## src/rtl/sec_status_pkg.sv

```systemverilog
package sec_status_pkg;
  localparam int STAT_W   = 8;
  localparam int WAKE_BIT = 6;
  localparam int SRST_BIT = 0;

  // Assemble the visible status word; reserved positions stay zero.
  function automatic logic [STAT_W-1:0] pack_status(input logic wake, input logic srst);
    logic [STAT_W-1:0] w;
    w = '0;
    w[WAKE_BIT] = wake;
    w[SRST_BIT] = srst;
    return w;
  endfunction
endpackage

```

## src/rtl/wake_err_ctl.sv

```systemverilog
module wake_err_ctl (
  input  logic clk,
  input  logic por_n,
  input  logic in_reset,
  input  logic ack_secret,
  input  logic ack_clean,
  input  logic sw_clear,
  input  logic mem_enable,
  output logic wake_q,
  output logic mem_block_q
);
  // Named events for the checks below
  logic hw_set, hw_clr;
  assign hw_set = in_reset & ack_secret;
  assign hw_clr = in_reset & ack_clean & ~ack_secret;

  always_ff @(posedge clk or negedge por_n) begin
    if (!por_n) begin
      wake_q <= 1'b0;
    end else if (hw_set) begin
      wake_q <= 1'b1;
    end else if (hw_clr || sw_clear) begin
      wake_q <= 1'b0;
    end
  end

  always_ff @(posedge clk or negedge por_n) begin
    if (!por_n) begin
      mem_block_q <= 1'b0;
    end else if (hw_set) begin
      mem_block_q <= 1'b1;
    end else if (hw_clr || mem_enable) begin
      mem_block_q <= 1'b0;
    end
  end

  a_r3_secret_sets: assert property (@(posedge clk) disable iff (!por_n)
    (in_reset && ack_secret) |=> (wake_q && mem_block_q));
  a_r4_clean_clears: assert property (@(posedge clk) disable iff (!por_n)
    (in_reset && ack_clean && !ack_secret) |=> (!wake_q && !mem_block_q));
  a_r5_acks_ignored_outside: assert property (@(posedge clk) disable iff (!por_n)
    (!in_reset && !sw_clear) |=> $stable(wake_q));
  a_r6_w1c: assert property (@(posedge clk) disable iff (!por_n)
    (sw_clear && !(in_reset && ack_secret)) |=> !wake_q);
  a_r7_set_beats_clear: assert property (@(posedge clk) disable iff (!por_n)
    (sw_clear && in_reset && ack_secret) |=> wake_q);
  a_r8_enable_unblocks: assert property (@(posedge clk) disable iff (!por_n)
    (mem_enable && !(in_reset && ack_secret)) |=> !mem_block_q);
endmodule

```

## src/rtl/srst_flag.sv

```systemverilog
module srst_flag (
  input  logic clk,
  input  logic por_n,
  input  logic evt,
  output logic flag_q
);
  always_ff @(posedge clk or negedge por_n) begin
    if (!por_n) begin
      flag_q <= 1'b0;
    end else if (evt) begin
      flag_q <= 1'b1;
    end
  end

  a_r9_event_sets: assert property (@(posedge clk) disable iff (!por_n)
    evt |=> flag_q);
  a_r10_sticky: assert property (@(posedge clk) disable iff (!por_n)
    flag_q |=> flag_q);
endmodule

```

## src/rtl/sec_rst_status.sv

```systemverilog
module sec_rst_status
  import sec_status_pkg::*;
(
  input  logic              clk,
  input  logic              por_n,
  input  logic              warm_rst_n,
  input  logic              wr_en,
  input  logic [STAT_W-1:0] wr_data,
  output logic [STAT_W-1:0] rd_data,
  input  logic              ack_secret,
  input  logic              ack_clean,
  input  logic              mem_enable,
  input  logic              srst_event,
  output logic              mem_block,
  output logic              launch_inhibit
);
  logic in_reset, sw_clear, wake, srst;

  assign in_reset = ~warm_rst_n;
  assign sw_clear = wr_en & wr_data[WAKE_BIT];

  wake_err_ctl u_wake (
    .clk(clk), .por_n(por_n), .in_reset(in_reset),
    .ack_secret(ack_secret), .ack_clean(ack_clean),
    .sw_clear(sw_clear), .mem_enable(mem_enable),
    .wake_q(wake), .mem_block_q(mem_block)
  );

  srst_flag u_srst (
    .clk(clk), .por_n(por_n), .evt(srst_event), .flag_q(srst)
  );

  assign rd_data        = pack_status(wake, srst);
  assign launch_inhibit = srst;

  a_r2_warm_sticky: assert property (@(posedge clk) disable iff (!por_n)
    (in_reset && !ack_secret && !ack_clean && !wr_en && !mem_enable && !srst_event)
      |=> ($stable(rd_data) && $stable(mem_block)));
  a_r10_write_no_srst: assert property (@(posedge clk) disable iff (!por_n)
    (wr_en && !srst_event) |=> (rd_data[SRST_BIT] == $past(rd_data[SRST_BIT])));
endmodule

```

## config.mk

```make
export PLATFORM = sky130hd
export DESIGN_NAME = sec_rst_status
export DESIGN_NICKNAME = d
export VERILOG_FILES = /design/src/rtl/sec_status_pkg.sv /design/src/rtl/wake_err_ctl.sv /design/src/rtl/srst_flag.sv /design/src/rtl/sec_rst_status.sv
export SDC_FILE = /design/constraint.sdc
export NUM_CORES = 1
export LEC_CHECK = 0
export ABC_AREA = 1
export CAP_MARGIN = 20
export CORE_AREA = 2 2 39 41
export DETAILED_ROUTE_END_ITERATION = 8
export DIE_AREA = 0 0 41 43
export SETUP_SLACK_MARGIN = 0.05
export SLEW_MARGIN = 25
export SYNTH_ARGS = -nofsm -noshare
export SYNTH_HDL_FRONTEND = slang
export SYNTH_SLANG_ARGS = --single-unit
```

## constraint.sdc

```tcl
create_clock -name clk -period 0.8 [get_ports clk]
set_clock_uncertainty 0.05 [all_clocks]
set_input_delay 0.2 -clock clk [delete_from_list [all_inputs] [get_ports clk]]
set_output_delay 0.2 -clock clk [all_outputs]
set_load 0.05 [all_outputs]
```

==> results.tsv <==
stage	metric	value	unit
outcome	status	complete, but fails checks	
outcome	failing checks	setup timing	
critical_path	CP Capture Point	launch_inhibit	
sta	Setup Viol. Count Final	5	
yosys	Synth cell types	9	
layout	Area Overhead vs Synth	94.77	%
route	drt first pass iters	1	
sta	final hold vios	0	
floorplan	core box area	1384	um^2
sta	Slew Viols, Final	0	
critical_path	worst setup path category	reg -> out	
yosys	Syn Inst Count	23	
yosys	Yosys warning total	0	
placed_design	GPL Wtd Cong	0.4943	
sta	Fmax achieved	931.6	MHz
floorplan	DIE HEIGHT	43	um
route	WL met3	48	um
critical_path	Crit-path slowest cell	dfrtp_2	
floorplan	std cell rows	14	
critical_path	crit-path max cell delay	0.43	ns
floorplan	Die W	41	um
power_and_ir_drop	power density cells	1736	nW/um^2
power_and_ir_drop	Total Power	0.6473	mW
placed_design	pre-CTS setup slack	-0.2150	ns
sta	RSZ-0062 raised after global routing	yes	
clock_network	clk_lat worst skew	0.23	ns
route	DRT Wirelength	322	um
yosys	proportion of synthesized chip area in sequential cells	39.22	%
sta	final setup margin	-0.2734	ns
critical_path	CP delay by family, top	flip-flops	
layout	ANT cells	0	
critical_path	critical path depth in cells	1	
flow_run	number of max-cap violations	0	
route	DR vias	156	
power_and_ir_drop	Max VDD drop	0.3409	mV
critical_path	slack of the worst reg-to-reg path	-0.03	ns
route	metal2 WL	196	um
critical_path	arrival time worst endpoint	0.82	ns
clock_network	CTS tree	yes	
grt	first-pass GRT wire length	483	um
clock_network	TritonCTS Buffers	3	
clock_network	CTS Root Cell	clkbuf_4	
grt	pin count of the biggest net entering global routing	4	
clock_network	CTS clk-pin slew, worst paths	0.04	ns
clock_network	maximum clock insertion buffer count	2	
critical_path	Worst Path Required	0.55	ns
clock_network	# clock sinks	3	
route	drt initial violations	0	
sta	Final min period	1.073	ns
route	DRC violation count after routing	0	
power_and_ir_drop	leak pwr	0.1775	nW
sta	Tcrit/Tclk final	134.2	%
critical_path	R2R Path Start	u_srst.flag_q	
critical_path	Setup crit start	u_srst.flag_q	
layout	most frequent cells in the layout	conb_1 (6), clkdlybuf4s50_1 (6), nand2_1 (4), buf_12 (4), clkbuf_4 (3)	
yosys	Syn Std Cell Area	191.4	um^2
clock_network	H-tree lvl count	1	
critical_path	WP buf/inv	1	
route	Final ANT Viol Nets	0	
critical_path	Worst Setup End Kind	output port	
route	top sig layer	met3	
yosys	Synth Register Bits	3	
yosys	Avg Cell Area, Syn	8.323	um^2
critical_path	reg2reg end	u_srst.flag_q	
placed_design	I/O Buffers	12	
layout	Final Net Count	54	
layout	layout cells sized above 1	43.24	%
sta	Min Hold Slack	0.1027	ns
floorplan	IO Count	26	
layout	# fillers	155	
route	Via density	2.943	
route	M1 wire length	78	um
critical_path	CP cell instances	buf_12	
min_path	worst min-delay path class	in -> async	
grt	GRT overflow	0	
grt	GRT Overall Usage	5.221	%
grt	vias in the first global route	153	
floorplan	Die ar.	1763	um^2
floorplan	Initial Util	13.83	%
grt	initial antenna violation count	0	
critical_path	Startpoint Class	register	
route	routed len/inst	6.075	um
critical_path	Max FO, Critical Path	3	
critical_path	FF-to-FF path depth	1	
layout	fin util	26.94	%
stage by stage:
stage                     instances  area [um^2]  TNS, ns
final                            53        372.9   -1.079
after floorplan                  28        224.0  -0.3361
after detailed placement         48        332.8  -0.6610
after CTS                        53        370.4   -1.127
after global placement           48        332.8  -0.6398
after global routing             53        372.9   -1.176
where the power goes:
group	internal [mW]	total (mW)	switching, mW	leakage (nW)
clock network	0.187	0.262	0.0750	0.0150
registers	0.163	0.175	0.0120	0.0317
logic	0.0866	0.210	0.124	0.131
total	0.437	0.647	0.211	0.177
area by class of cell:
type | count | area (um^2) | share of cell area [%]
Clock buffer | 4 | 26.28 | 7.047
Inverter | 2 | 7.507 | 2.013
Multi-Input combinational cell | 15 | 72.57 | 19.46
Sequential cell | 3 | 77.57 | 20.81
Tap cell | 16 | 20.02 | 5.369
Timing Repair Buffer | 13 | 168.9 | 45.30
layer usage:
layer	track usage (%)	vias to the layer above
met5	0	-
met4	12.00	0
met3	1.571	0
met2	7.500	10
met1	2.251	65
li1	-	81
worst min path at each step:
stage / cells after the start / to / startpoint / slack, ns
2_1_floorplan: 0 / u_srst.flag_q / por_n / -0.15
3_3_place_gp: 1 / u_wake.wake_q / por_n / 0.34
3_5_place_dp: 1 / u_wake.wake_q / por_n / 0.34
4_1_cts: 1 / u_wake.wake_q / por_n / 0.1
5_1_grt: 1 / u_wake.wake_q / por_n / 0.10
6_report: 1 / u_wake.wake_q / por_n / 0.10
synthesized netlist by cell type, drive strengths merged:
cell type  count  area share [%]
conb           1             2.0
nand2          6              13
inv            2             3.9
nor2           1             2.0
or2            1             3.3
dfrtp          3              39
nand3          1             5.2
buf            8              31
state kept, by name, summed over array words and instances (netlist names):
name and count:
u_wake.wake_q 1, u_wake.mem_block_q 1, u_srst.flag_q 1
cells by family (layout without fill, tap and decap cells):
group	Yosys count	count (layout)	share of synthesized area, %
DFF	3	3	39.21
buffers and inverters	10	19	35.30
and+or+nand+nor	9	9	23.53
other	1	6	1.959
timing repair:
action                                  in CTS  in global routing
pin swaps                                    1                  2
endpoints found under the setup margin       7                  7
gates resized for setup                      6                  2
hold buffers                                 0                  0
setup buffers                                1                  1
No activity file was read; power rests on OpenSTA's default activity.
